$ cat config.mk
export PLATFORM = sky130hd
export DESIGN_NAME = isr_mask_regs
export DESIGN_NICKNAME = d
export VERILOG_FILES = /design/src/rtl/isr_pkg.sv /design/src/rtl/isr_cell.sv /design/src/rtl/isr_setup_cell.sv /design/src/rtl/isr_mask_regs.sv
export SDC_FILE = /design/constraint.sdc
export NUM_CORES = 1
export LEC_CHECK = 0
export BUFFER_PORTS_ARGS = -buffer_cell sky130_fd_sc_hd__buf_2
export CAP_MARGIN = 20
export CORE_UTILIZATION = 45
export CTS_CLUSTER_SIZE = 8
export DETAILED_ROUTE_END_ITERATION = 10
export PLACE_DENSITY = 0.77
export REMOVE_ABC_BUFFERS = 1
export SETUP_SLACK_MARGIN = 0.4
export SYNTH_ARGS = -nofsm -noshare
export SYNTH_HDL_FRONTEND = slang
export SYNTH_HIERARCHICAL = 1
export SYNTH_SLANG_ARGS = --single-unit
$ cat constraint.sdc
create_clock -name clk -period 2.93 [get_ports clk]
set_clock_uncertainty 0.2 [all_clocks]
set_input_delay 0.4395 -clock clk [delete_from_list [all_inputs] [get_ports clk]]
set_output_delay 0.4395 -clock clk [all_outputs]
set_load 0.01 [all_outputs]
$ cat src/rtl/isr_pkg.sv
package isr_pkg;
  localparam int unsigned REG_W = 8;
  localparam int unsigned B_USB   = 7;
  localparam int unsigned B_SETUP = 6;
  localparam int unsigned B_RSV   = 5;
  localparam int unsigned B_DRV   = 4;
  localparam int unsigned B_RDB   = 3;
  localparam int unsigned B_RDA   = 2;
  localparam int unsigned B_WRB   = 1;
  localparam int unsigned B_WRA   = 0;
  localparam int unsigned N_PLAIN = 5;            // bits 4..0 share one cell type
  localparam logic [REG_W-1:0] SRC_RST = 8'h0C;
endpackage

$ cat src/rtl/isr_cell.sv
module isr_cell #(
  parameter logic RST_VAL = 1'b0
) (
  input  logic clk,
  input  logic rst_n,
  input  logic set_i,
  input  logic hw_clr_i,
  input  logic fw_clr_i,
  output logic q_o
);
  always_ff @(posedge clk) begin
    if (!rst_n)        q_o <= RST_VAL;
    else if (set_i)    q_o <= 1'b1;
    else if (hw_clr_i) q_o <= 1'b0;
    else if (fw_clr_i) q_o <= RST_VAL;
  end

  p_set_wins_r6: assert property (@(posedge clk) disable iff (!rst_n)
    set_i |=> q_o);
  p_hw_clear_r8: assert property (@(posedge clk) disable iff (!rst_n)
    (hw_clr_i && !set_i) |=> !q_o);
  p_fw_restore_r5: assert property (@(posedge clk) disable iff (!rst_n)
    (fw_clr_i && !set_i && !hw_clr_i) |=> (q_o == RST_VAL));
  p_idle_hold_r5: assert property (@(posedge clk) disable iff (!rst_n)
    (!fw_clr_i && !set_i && !hw_clr_i) |=> (q_o == $past(q_o)));
endmodule

$ cat src/rtl/isr_setup_cell.sv
module isr_setup_cell (
  input  logic clk,
  input  logic rst_n,
  input  logic set_i,
  input  logic fw_clr_i,
  output logic q_o
);
  logic pend_q;

  always_ff @(posedge clk) begin
    if (!rst_n) begin
      q_o    <= 1'b0;
      pend_q <= 1'b0;
    end else if (set_i && q_o) begin
      q_o    <= 1'b0;       // duplicate: drop for one cycle
      pend_q <= 1'b1;
    end else if (set_i || pend_q) begin
      q_o    <= 1'b1;
      pend_q <= 1'b0;
    end else if (fw_clr_i) begin
      q_o    <= 1'b0;
    end
  end

  p_dup_drop_r7: assert property (@(posedge clk) disable iff (!rst_n)
    (set_i && q_o) |=> !q_o);
  p_dup_return_r7: assert property (@(posedge clk) disable iff (!rst_n)
    (set_i && q_o) |=> ##1 q_o);
  p_first_set_r6: assert property (@(posedge clk) disable iff (!rst_n)
    (set_i && !q_o) |=> q_o);
endmodule

$ cat src/rtl/isr_mask_regs.sv
module isr_mask_regs
  import isr_pkg::*;
#(
  parameter int unsigned ADDR_W = 8,
  parameter logic [ADDR_W-1:0] SRC_ADDR = 8'h80,
  parameter logic [ADDR_W-1:0] MSK_ADDR = 8'h81
) (
  input  logic              clk,
  input  logic              rst_n,
  input  logic [ADDR_W-1:0] bus_addr,
  input  logic [REG_W-1:0]  bus_wdata,
  input  logic              bus_wr,
  output logic [REG_W-1:0]  bus_rdata,
  input  logic              usb_sum,
  input  logic              ev_setup,
  input  logic              ev_drive,
  input  logic              ev_rd_b,
  input  logic              ev_rd_a,
  input  logic              ev_wr_b,
  input  logic              ev_wr_a,
  input  logic              tog_wr,
  input  logic              tog_val,
  input  logic              auto_en,
  input  logic [1:0]        auto_clr,
  output logic              irq
);
  logic              wr_src, wr_msk;
  logic [N_PLAIN-1:0] plain_set, plain_hw, plain_q;
  logic              setup_q;
  logic [REG_W-1:0]  src_view, mask_q;

  assign wr_src = bus_wr && (bus_addr == SRC_ADDR);
  assign wr_msk = bus_wr && (bus_addr == MSK_ADDR);

  assign plain_set = {ev_drive, ev_rd_b, ev_rd_a, ev_wr_b, ev_wr_a};
  assign plain_hw  = {1'b0,
                      tog_wr && tog_val,
                      tog_wr && !tog_val,
                      auto_en && auto_clr[1],
                      auto_en && auto_clr[0]};

  for (genvar i = 0; i < N_PLAIN; i++) begin : g_cell
    isr_cell #(.RST_VAL(SRC_RST[i])) u_cell (
      .clk     (clk),
      .rst_n   (rst_n),
      .set_i   (plain_set[i]),
      .hw_clr_i(plain_hw[i]),
      .fw_clr_i(wr_src && bus_wdata[i]),
      .q_o     (plain_q[i])
    );
  end

  isr_setup_cell u_setup (
    .clk     (clk),
    .rst_n   (rst_n),
    .set_i   (ev_setup),
    .fw_clr_i(wr_src && bus_wdata[B_SETUP]),
    .q_o     (setup_q)
  );

  assign src_view = {usb_sum, setup_q, 1'b0, plain_q};

  always_ff @(posedge clk) begin
    if (!rst_n)      mask_q <= '0;
    else if (wr_msk) mask_q <= bus_wdata;
  end

  always_ff @(posedge clk) begin
    if (!rst_n) irq <= 1'b0;
    else        irq <= |(src_view & mask_q);
  end

  always_comb begin
    if (bus_addr == SRC_ADDR)      bus_rdata = src_view;
    else if (bus_addr == MSK_ADDR) bus_rdata = mask_q;
    else                           bus_rdata = '0;
  end

  p_rsv_zero_r4: assert property (@(posedge clk) disable iff (!rst_n)
    (bus_addr == SRC_ADDR) |-> (bus_rdata[B_RSV] == 1'b0));
  p_usb_mirror_r3: assert property (@(posedge clk) disable iff (!rst_n)
    (bus_addr == SRC_ADDR) |-> (bus_rdata[B_USB] == usb_sum));
  p_mask_write_r10: assert property (@(posedge clk) disable iff (!rst_n)
    wr_msk |=> (mask_q == $past(bus_wdata)));
  p_irq_on_r11: assert property (@(posedge clk) disable iff (!rst_n)
    (|(src_view & mask_q)) |=> irq);
  p_irq_off_r11: assert property (@(posedge clk) disable iff (!rst_n)
    !(|(src_view & mask_q)) |=> !irq);
  p_other_addr_r13: assert property (@(posedge clk) disable iff (!rst_n)
    ((bus_addr != SRC_ADDR) && (bus_addr != MSK_ADDR)) |-> (bus_rdata == '0));
endmodule

==> run summary, run 1 <==
The residual overflow from global routing was 0; the switching part of the total power was 0.224. The run gives 0.634 as the headroom to the max-slew limit. The logs give 0 for the number of antenna violations at the first check in global routing and 0 for the count of inserted antenna diode cells. Of all nets on the critical path, the largest fanout is 8. The worst setup path is launched from a primary input. Synthesis handed over a netlist of 99 instances. In the post-synthesis netlist, the biggest area contributors are sky130_fd_sc_hd__dfxtp_1, sky130_fd_sc_hd__mux2i_1, sky130_fd_sc_hd__nand2_1.

Counting I/O delays and the setup requirement, the final critical path takes 2.44 ns. In the detailed route, the total length drawn on met3 is 123 microns. The logs give 40 for the number of top-level pins and 2.29 ns for the data required time of the worst path. The fraction of layout cells with a size suffix above 1 is 0.439. The portion of synthesized cell area occupied by the leading cell type came out at 0.366.

The logs give 0.335 for the share of power burned in the clock network and 1810 microns for the total wire length. After detailed routing, the number of remaining DRC violations is 0. Across the run, the number of max-cap violations was 0. Derived from the worst setup path, the maximum achievable clock frequency is 410 MHz. TritonCTS built the clock tree. The final count of hold timing violations was 0.

The core area is 1780 sq um, and the weighted congestion at the end of routability-driven global placement is 0.740. After synthesis, the mean cell area works out to 8.83 sq um. The tree is rooted in a sky130_fd_sc_hd__clkbuf_4. The class of the tightest hold or removal check is in2reg. The count of instances resized after the clock tree is built was 0.

The number of distinct standard cells referenced by the synthesized netlist was 24; the number of warnings issued by yosys was 6. The final cycle utilization of the critical path works out to 0.832. The highest metal layer carrying signal wires in the routed design is met4. The critical path capture point type was an output port. The area growth from synthesis to layout is 29.2%. The run gives 329 uW as the internal power contribution. The power share of the combinational group is 0.129, and the count of standard-cell rows is 15. Clock latency on the worst-skew pair, taken at its later pin, is 0.28 ns. The actual slew at the worst max-slew pin was 0.548 ns; the area of the die was 2120 sq um. X dimension of the die: 46.1 microns.

Of all cell types, the one taking the most synthesized area is sky130_fd_sc_hd__dfxtp_1. After clock tree synthesis, the setup repair step added 0 buffers. The flow ran to the end, and the final reports show no timing, DRC or antenna violations.

The setup path with the least slack is of type in2out. In the routed layout, each cell is associated on average with a via count of 4.93. The post-synthesis register bit count came out at 16. For the data arrival time of the critical path, the log shows 1.80 ns. The sequential element share of the synthesized area is 0.366. For the area of placed instances, the log shows 1090 sq um. After clock tree synthesis, the clock-pin slew on the worst setup and hold paths is 0.09 ns. The max-slew violation count was 0; the clock sink total was 16.

The portion of total power attributed to sequential cells is 0.536. The final route contains 809 vias. After detailed routing, the average wire length per cell comes to 11.1 microns. The count of fill cells added during filler insertion came out at 163.

The die is 46.1 microns tall. In the final routing, the length of wire on met1 measures 887 microns. The run gives 8 as the number of DRC violations after detailed-routing iteration 0.

In this run, CTS created clock tree buffers numbering 3. The run gives 2880 microns as the wire length of the first global-routing pass. Via count of the first global-routing pass: 717. For the highest ir drop seen on vdd, the log shows 0.308 mV.

Detailed routing placed a total of 798 microns of wire on met2. The clock passes through at most 2 buffers. Setup repair after global routing left no endpoint under its margin.

The logs give 171 for the net total in the final layout and 4 for the number of search-and-repair iterations in the first detailed-routing pass. Hold repair after CTS inserted 0 buffers. The global-route usage over all layers was 0.190; the leakage power was 0.000529 uW.

The post-layout instance area is 1130 sq um, and the power per cell area is 375 nW/um^2. The net load switching power was 94.7 uW; the final-report setup violation count was 0. Detailed placement finished with a half-perimeter wire length of 1400 microns. In the final timing run, aggregate negative setup slack is 0 ns.

The logs give 1 for the H-tree depth and 875 sq um for the post-synthesis instance area. The post-route antenna net violation count is 0. The effective utilization at floorplan is 0.491, and the count of buffers from port buffering is 39.

Entering global routing, the biggest net connects 25 pins.
[kinds of logic after synthesis]
kind of cell           synth area share
AND/OR/NAND/NOR                   0.339
flip-flops                        0.366
multiplexers                      0.172
AO/OA/AOI/OAI                    0.0930
buffers and inverters            0.0257
other                           0.00429
[state kept, by name (all words and copies together), names as in the netlist]
signal             cells
mask_q                 8
g_cell.u_cell/q_o      5
irq                    1
u_setup/pend_q         1
u_setup/q_o            1
[power groups by stage]
stage / clock, uW / combinational, uW / sequential [uW]
after floorplan: 0 / 24.6 / 231
after global placement: 0 / 52.8 / 232
final: 142 / 54.6 / 227
after CTS: 149 / 55.2 / 227
after detailed placement: 0 / 54.9 / 232
after global routing: 162 / 61.2 / 228
[Yosys cell counts (all sizes together)]
cell,n
nor4,1
o21a,3
nand2,19
a22oi,2
a222oi,1
clkbuf,4
or2,1
inv,2
o21ai,2
nor2,10
dfxtp,16
nor3b,3
mux2i,15
a31oi,1
nor3,1
and3,1
o311a,1
or4b,1
nor2b,4
and2,9
conb,1
or3,1
[cell type report]
class	count	area, sq um	area share
clock buffers	4	36.3	0.0321
inverters	2	7.51	0.00664
flip-flops and latches	16	320	0.284
multi-input cells	77	532	0.471
well taps	25	31.3	0.0277
repair buffers	40	203	0.179
[cells in the final DEF, fill, tap and decap left out, types with 2 or more instances in the layout]
cell and count:
sky130_fd_sc_hd__nand2_1 19, sky130_fd_sc_hd__nor2b_2 2, sky130_fd_sc_hd__o21ai_2 2, sky130_fd_sc_hd__and2_1 3
sky130_fd_sc_hd__buf_2 39, sky130_fd_sc_hd__dfxtp_1 16, sky130_fd_sc_hd__o21a_1 3, sky130_fd_sc_hd__nor3b_2 3
sky130_fd_sc_hd__and2_2 6, sky130_fd_sc_hd__inv_1 2, sky130_fd_sc_hd__nor2_1 10, sky130_fd_sc_hd__clkbuf_4 3
sky130_fd_sc_hd__mux2i_1 15, sky130_fd_sc_hd__nor2b_1 2, sky130_fd_sc_hd__a22oi_1 2
[worst paths after layout]
kind                                              to  slack (ns)                  from  cells past startpoint
worst min register to register             mask_q[5]        0.28             mask_q[5]                      2
worst max register to register                   irq        1.82  g_cell[4].u_cell/q_o                      2
worst min-delay path            g_cell[2].u_cell/q_o        0.13               ev_rd_a                      3
worst max-delay path                    bus_rdata[2]        0.49           bus_addr[2]                      5
[metrics by stage]
| stage | hold WS, ns | utilization | setup WS [ns] | total power [uW] | cells |
|---|---|---|---|---|---|
| 2_1_floorplan | 0.235 | - | 0.695 | 256 | 95 |
| 3_3_place_gp | 0.250 | 0.613 | 0.531 | 285 | 160 |
| 5_1_grt | 0.119 | 0.634 | 0.485 | 451 | 164 |
| 4_1_cts | 0.123 | 0.634 | 0.508 | 432 | 164 |
| 6_report | 0.134 | 0.634 | 0.493 | 424 | 164 |
| 3_5_place_dp | 0.263 | 0.613 | 0.511 | 287 | 160 |
[critical path: stages]
cell and delay [ns]:
sky130_fd_sc_hd__buf_2 0.10, sky130_fd_sc_hd__or4b_4 0.55, sky130_fd_sc_hd__or2_2 0.40, sky130_fd_sc_hd__nor2_1 0.16
sky130_fd_sc_hd__buf_2 0.15
[per-layer routing]
layer / vias up / track usage
met3: 2 / 0.0392
met2: 35 / 0.315
met4: 0 / 0.0706
met1: 358 / 0.240
met5: - / 0
li1: 414 / -
No activity file was read; power rests on OpenSTA's default activity.
==> run 2, diff against run 1 <==
Settings changed: ABC_AREA from default to 1, CORE_UTILIZATION 45 to 43, PLACE_DENSITY 0.77 to 0.74.
Clock period 2.93 ns to 2.22 ns, I/O delays scaled along.
==> run summary, run 2 <==
The logs give 23 (-4.2%) for the number of distinct standard cells referenced by the synthesized netlist and 1050 sq um (+20%) for the post-synthesis instance area. For this run, the leading register cell type out of synthesis is sky130_fd_sc_hd__dfxtp_1. The clock-pin slew on the worst setup and hold paths was 0.10 ns (about the same); the count of cells along the worst register-to-register path was 4 (+2). For the post-route antenna net violation count, the log shows 0 (unchanged). The routed length per instance was 10.3 microns (-7.1%). The largest registers in the layout are mask_q: 8 flops, g_cell.u_cell/q_o: 5 flops. The total clock buffers created by CTS is 3 (unchanged). The run gives 0 (unchanged) as the count of inserted antenna diode cells. The logs give 0.330 (-0.005) for the share of power burned in the clock network and 0.464 (-0.0260) for the effective utilization at floorplan.

In this run the top signal layer used is met4. The total number of vias was 1,140 (+41%). The maximum count of clock buffers along a single path is 2 (unchanged). The data arrival time of the critical path is 1.24 ns (-0.56 ns).

Net total in the final layout: 247 (+44%). The share of synthesized flip-flops with an asynchronous set or reset is 0 (unchanged), and the number of flops mapped to enable cells by yosys is 0 (unchanged). Ranked by instance count, the synthesized netlist is headed by sky130_fd_sc_hd__inv_1, sky130_fd_sc_hd__nand2_1, sky130_fd_sc_hd__nor2_1. The pin count of the biggest net entering global routing is 17 (-32%), and the via count normalized by instance count is 4.69 (-4.9%). The die height came out at 51.4 microns (+11%). The logs give 0 (unchanged) for the final count of hold timing violations and 0.609 (-0.0244) for the final core utilization. Leakage power: 0.000769 uW (+45%). The clock sink total is 16 (unchanged). The tools report the power share of the combinational group as 0.166 (+0.037). Wire length on met3: 95 microns (-23%). TritonCTS built the clock tree.

The post-layout instance area is 1370 sq um (+22%), and the routed length on met1 is 981 microns (+11%). The run gives 0 (unchanged) as the max-cap check violation count. The buffer type at the clock tree root is sky130_fd_sc_hd__clkbuf_4. The switching part of the total power came out at 0.264 (+0.0406).

The portion of total power attributed to sequential cells was 0.504 (-0.032); the area of the die was 2640 sq um (+24%). The tools report the count of standard-cell rows as 17 (+2). The quantity of hold-fixing buffers added after cts came out at 0 (unchanged). The run gives 2500 microns (+38%) as the total wire length. Area growth from synthesis to layout: 31.2%.

Setup repair after global routing could not meet its margin everywhere. Counting flops per register, the top entry is mask_q. Number of search-and-repair iterations in the first detailed-routing pass: 4 (unchanged). Largest area contributor in the netlist: sky130_fd_sc_hd__dfxtp_1.

The synthesized area per cell is 6.23 sq um (-29%), and the sequential element share of the synthesized area is 0.306 (-0.0604). The portion of synthesized cell area occupied by the leading cell type is 0.306 (-0.0604), and the worst-case setup slack after placement is 0.380 ns (-0.132 ns). The largest fanout of any net on the critical path came out at 7 (-1).

The worst path in the final design needs a cycle of 1.77 ns, including I/O delays and setup. The highest attainable clock frequency was 564 MHz; the H-tree depth was 1 (unchanged). The hold-critical path depth is 3 (unchanged), and the number of DRC violations after detailed-routing iteration 0 is 21 (+13).

The count of buffers from port buffering is 39 (unchanged), and the x dimension of the die is 51.4 microns (+11%). The logs give 4080 microns (+41%) for the wire length of the first global-routing pass and 0 ns (unchanged) for the sum of negative setup slack. After synthesis, the cell types taking the most area are sky130_fd_sc_hd__dfxtp_1, sky130_fd_sc_hd__inv_1, sky130_fd_sc_hd__nand2_1. The remaining design rule violation count was 0 (unchanged); the internal power contribution was 439 uW (+34%). The power per cell area was 435 nW/um^2 (+16%). Core area: 2250 sq um (+26%). The number of warnings issued by yosys came out at 6 (unchanged). For the number of instances in the synthesized netlist, the log shows 168 (+70%). The tools report the number of antenna violations at the first check in global routing as 0 (unchanged).

The final cycle utilization of the critical path is 0.799, and the final worst-path setup slack is 0.446 ns (-0.0469 ns). The fraction of layout cells with a size suffix above 1 was 0.326 (-0.113). Clock latency reported for the late side of the worst-skew pair: 0.29 ns (about the same).

The run gives 0 (unchanged) as the max-slew violation count. The logs give 1,047 (+46%) for the via count of the first global-routing pass and 1.69 ns (-0.60 ns) for the data required time of the worst path. Leaving out fill and tap cells, the most frequent cells in the layout are sky130_fd_sc_hd__inv_1, sky130_fd_sc_hd__buf_2, sky130_fd_sc_hd__nand2_1. The run gives 40 (unchanged) as the number of top-level pins.

The sum of met2 wire segment lengths after detailed routing is 1390 microns (+74%). The run finished with clean final reports. The global-route usage over all layers was 0.202 (+0.0120); the final-report setup violation count was 0 (unchanged). By startpoint and endpoint, the worst setup path is classified as in2out.

The flip-flop count of the largest register, all copies and words added is 8 (unchanged). STA classifies the critical path startpoint as a primary input. For the final HPWL from detailed placement, the log shows 1870 microns (+33%). Most numerous cell in the Yosys netlist: sky130_fd_sc_hd__inv_1.

The worst setup path is captured at an output port. The residual overflow from global routing came out at 0 (unchanged). Class of the tightest hold or removal check: in2reg. The net load switching power is 158 uW (+67%), and the highest ir drop seen on vdd is 0.299 mV (-2.9%).

The logs give 1270 sq um (+16%) for the area of placed instances and 0.773 (+4.5%) for the weighted congestion at the end of routability-driven global placement. The post-synthesis register bit count works out to 16 (unchanged). Leaving out fill and tap cells, the most frequent cell in the layout is sky130_fd_sc_hd__inv_1.
run 2: final cells by class:
class	instances	area, sq um
repair buffers	46	260
fillers	236	881
flip-flops and latches	16	320
clock buffers	4	36.3
multi-input cells	95	514
well taps	28	35.0
inverters	54	208
run 2: layer usage:
metal  track usage  vias up
met1         0.228      517
met4        0.0676        0
li1              -      586
met2         0.390       33
met3        0.0179        4
met5             0        -
run 2: cells by family (layout without fill, tap and decap cells):
logic type | Yosys count | count (layout) | synth area share
AO/OA/AOI/OAI | 17 | 17 | 0.100
buffers and inverters | 57 | 104 | 0.208
flip-flops | 16 | 16 | 0.306
other | 1 | 1 | 0.00358
AND/OR/NAND/NOR | 77 | 77 | 0.382
run 2: stage by stage:
step,std cells,power (uW),hold slack (ns)
after detailed placement,233,398,0.271
after CTS,239,592,0.0348
after floorplan,165,352,0.230
after global routing,243,620,0.0438
after global placement,233,393,0.259
final,243,597,0.0353
run 2: power by group through the flow:
stage / registers (uW) / clock network [uW] / logic, uW
floorplan: 306 / 0 / 46.6
CTS: 301 / 199 / 92.9
finish: 301 / 197 / 99.4
detailed placement: 307 / 0 / 90.8
global route: 302 / 208 / 111
global placement: 307 / 0 / 86.2
run 2: worst paths after layout:
check / start / to / slack, ns
hold / removal: ev_rd_b / g_cell[3].u_cell/q_o / 0.04
hold reg to reg: g_cell[0].u_cell/q_o / g_cell[0].u_cell/q_o / 0.28
setup reg to reg: u_setup/q_o / irq / 1.13
setup / recovery: bus_addr[2] / bus_rdata[6] / 0.45
run 2: critical path, stage by stage:
cell and delay, ns:
sky130_fd_sc_hd__buf_6 0.10, sky130_fd_sc_hd__inv_4 0.05, sky130_fd_sc_hd__nand2_4 0.07, sky130_fd_sc_hd__nor3_4 0.27
sky130_fd_sc_hd__nand2_1 0.12, sky130_fd_sc_hd__o22ai_1 0.15, sky130_fd_sc_hd__buf_2 0.16
run 2: what timing repair did:
| action | CTS | global route |
|---|---|---|
| buffers inserted | 2 | 4 |
| gates cloned | 0 | 0 |
| gates resized for setup | 0 | 7 |
| pin swaps | 1 | 3 |
| endpoints found under the setup margin | 4 | 7 |
==> run 3, diff against run 2 <==
Clock period 2.22 ns to 1.61 ns, I/O delays scaled along.
==> run summary, run 3 (same netlist as run 2, synthesis figures left out) <==
The count of standard-cell rows is 17 (unchanged), and the number of antenna violations at the first check in global routing is 0 (unchanged). The number of DRC violations after detailed-routing iteration 0 is 37 (+76%). The tools report the residual overflow from global routing as 0 (unchanged). The critical path in this run is classified as in2out. For the highest attainable clock frequency, the log shows 660 MHz.

Class of the tightest hold or removal check: in2reg. Largest register by flop count: mask_q. The largest registers in the layout are mask_q: 8 flops, g_cell.u_cell/q_o: 5 flops.

STA classifies the critical path startpoint as a primary input. The tools report the wire length on met3 as 97 microns (+2.1%). The tools report the weighted congestion at the end of routability-driven global placement as 0.827 (+7.0%).

The logs give 0.358 mV (+20%) for the highest ir drop seen on vdd and 4 (unchanged) for the number of search-and-repair iterations in the first detailed-routing pass. The largest individual stage delay along the critical path comes from the cell sky130_fd_sc_hd__nor3_4. The library cells used most frequently in the layout, excluding fill and tap cells, are sky130_fd_sc_hd__inv_1, sky130_fd_sc_hd__buf_2, sky130_fd_sc_hd__nand2_1. Effective utilization at floorplan: 0.464 (unchanged). The die height is 51.4 microns (unchanged), and the worst hold margin is 0.0358 ns (+0.000467 ns). The max-slew violation count is 0 (unchanged), and the sum of met2 wire segment lengths after detailed routing is 1660 microns (+20%).

The count of buffers from port buffering is 39 (unchanged), and the global-route usage over all layers is 0.220 (+0.0182). The leakage power is 0.000868 uW (+13%), and the final-report setup violation count is 0 (unchanged). The signal on the critical path passes through buf_2, nor3_4, buf_6, nand3_1, o21ai_1, buf_2.

The tools report the routed length on met1 as 1150 microns (+17%). The data arrival time of the critical path came out at 1.07 ns (-0.17 ns). Critical path buffer and inverter count: 3 (unchanged). Via count of the first global-routing pass: 1,182 (+13%). H-tree depth: 1 (unchanged).

Setup repair after global routing could not meet its margin everywhere. The logs give 17 (unchanged) for the pin count of the biggest net entering global routing and 237 (+1.7%) for the post-placement cell count. The tools report the post-layout instance count excluding filler cells as 256 (+5.3%). The tools report the buffer type at the clock tree root as sky130_fd_sc_hd__clkbuf_4. After detailed routing, no signal wire sits above met4. The clock-pin slew on the worst setup and hold paths came out at 0.09 ns (about the same).

The sum of negative setup slack was 0 ns (unchanged). The data required time of the worst path is 1.17 ns (-0.52 ns). TritonCTS built the clock tree.

For the total wire length, the log shows 2960 microns (+18%). The flip-flop count of the largest register, all copies and words added is 8 (unchanged), and the clock latency reported for the late side of the worst-skew pair is 0.30 ns (about the same). The post-route antenna net violation count is 0 (unchanged).

The final total power was 867 uW (+45%); the power per cell area was 536 nW/um^2 (+23%). The logs give 260 (+5.3%) for the net total in the final layout and 0 (unchanged) for the count of inserted antenna diode cells. The total number of vias is 1,209 (+6.1%), and the total clock buffers created by CTS is 3 (unchanged). The fraction of layout cells with a size suffix above 1 was 0.425 (+0.0999); the final cycle utilization of the critical path was 0.942. The run finished with clean final reports. The peak per-stage delay on the critical path came out at 0.24 ns (-0.03 ns). The clock sink total was 16 (unchanged); the area growth from synthesis to layout was 54.2%. For the maximum count of clock buffers along a single path, the log shows 2 (unchanged). Remaining design rule violation count: 0 (unchanged). STA classifies the critical path endpoint as an output port. The number of top-level pins is 40 (unchanged). The run gives 2250 sq um (unchanged) as the core area. The final core utilization is 0.716 (+0.107).

Wire length of the first global-routing pass: 4450 microns (+9.1%). The largest fanout of any net on the critical path is 4 (-3), and the max-cap check violation count is 0 (unchanged). On the critical path the largest part of the delay comes from buffers and inverters. Among the stages of the critical path, the cell type that occurs most often is sky130_fd_sc_hd__buf_2.

The via count normalized by instance count works out to 4.72 (+0.67%). For the final HPWL from detailed placement, the log shows 1860 microns (-0.64%). The most common cell after layout, fill and taps aside was sky130_fd_sc_hd__inv_1. The area of the die is 2640 sq um (unchanged). Subtracting the final worst setup slack from the clock period gives 1.52 ns. The final count of hold timing violations came out at 0 (unchanged). The x dimension of the die was 51.4 microns (unchanged); the routed length per instance was 11.5 microns (+12%).
run 3: cell count changes in the layout (fill, tap and decap cells not counted), sizes merged:
cell,change
dlygate4sd3,+6
buf,+7
run 3: worst paths after layout:
kind | startpoint | end | slack [ns] | depth (start not counted)
max reg2reg | u_setup/q_o | irq | 0.45 | 4
min | tog_val | g_cell[2].u_cell/q_o | 0.04 | 5
max | bus_addr[0] | bus_rdata[1] | 0.09 | 6
min reg2reg | g_cell[0].u_cell/q_o | g_cell[0].u_cell/q_o | 0.28 | 2
run 3: worst min-delay path, stage by stage:
cell and delay [ns]:
sky130_fd_sc_hd__buf_2 0.09, sky130_fd_sc_hd__nor2_1 0.04, sky130_fd_sc_hd__inv_1 0.04, sky130_fd_sc_hd__o21ai_1 0.05, sky130_fd_sc_hd__nand2_1 0.05
run 3: stage by stage:
step / area [sq um] / setup WS (ns)
floorplan: 1030 / 0.0958
global placement: 1300 / 0.0236
detailed placement: 1300 / -0.00354
CTS: 1450 / 0.0101
global route: 1620 / 0.0498
finish: 1620 / 0.0941
run 3: layout make-up:
cell class	instances	area (sq um)
Fill cell	195	639
Multi-Input combinational cell	95	588
Timing Repair Buffer	59	428
Sequential cell	16	320
Inverter	54	208
Clock buffer	4	36.3
Tap cell	28	35.0
run 3: power by group:
part	internal (uW)	switching, uW	leakage, uW	total [uW]
Combinational	88.0	87.1	0.000716	175
Clock	138	138	0.0000210	276
Sequential	406	8.97	0.000130	415
run 3: timing repair:
item,CTS,global route
endpoints found under the hold margin,6,0
hold buffers,6,0
resized for setup,8,35
endpoints found under the setup margin,12,22
pin swaps,7,18
buffers inserted,2,7
run 3: per-layer routing:
layer / vias to the layer above / global-route usage
met2: 36 / 0.471
li1: 612 / -
met4: 0 / 0.0811
met1: 554 / 0.214
met3: 7 / 0.00893
met5: - / 0
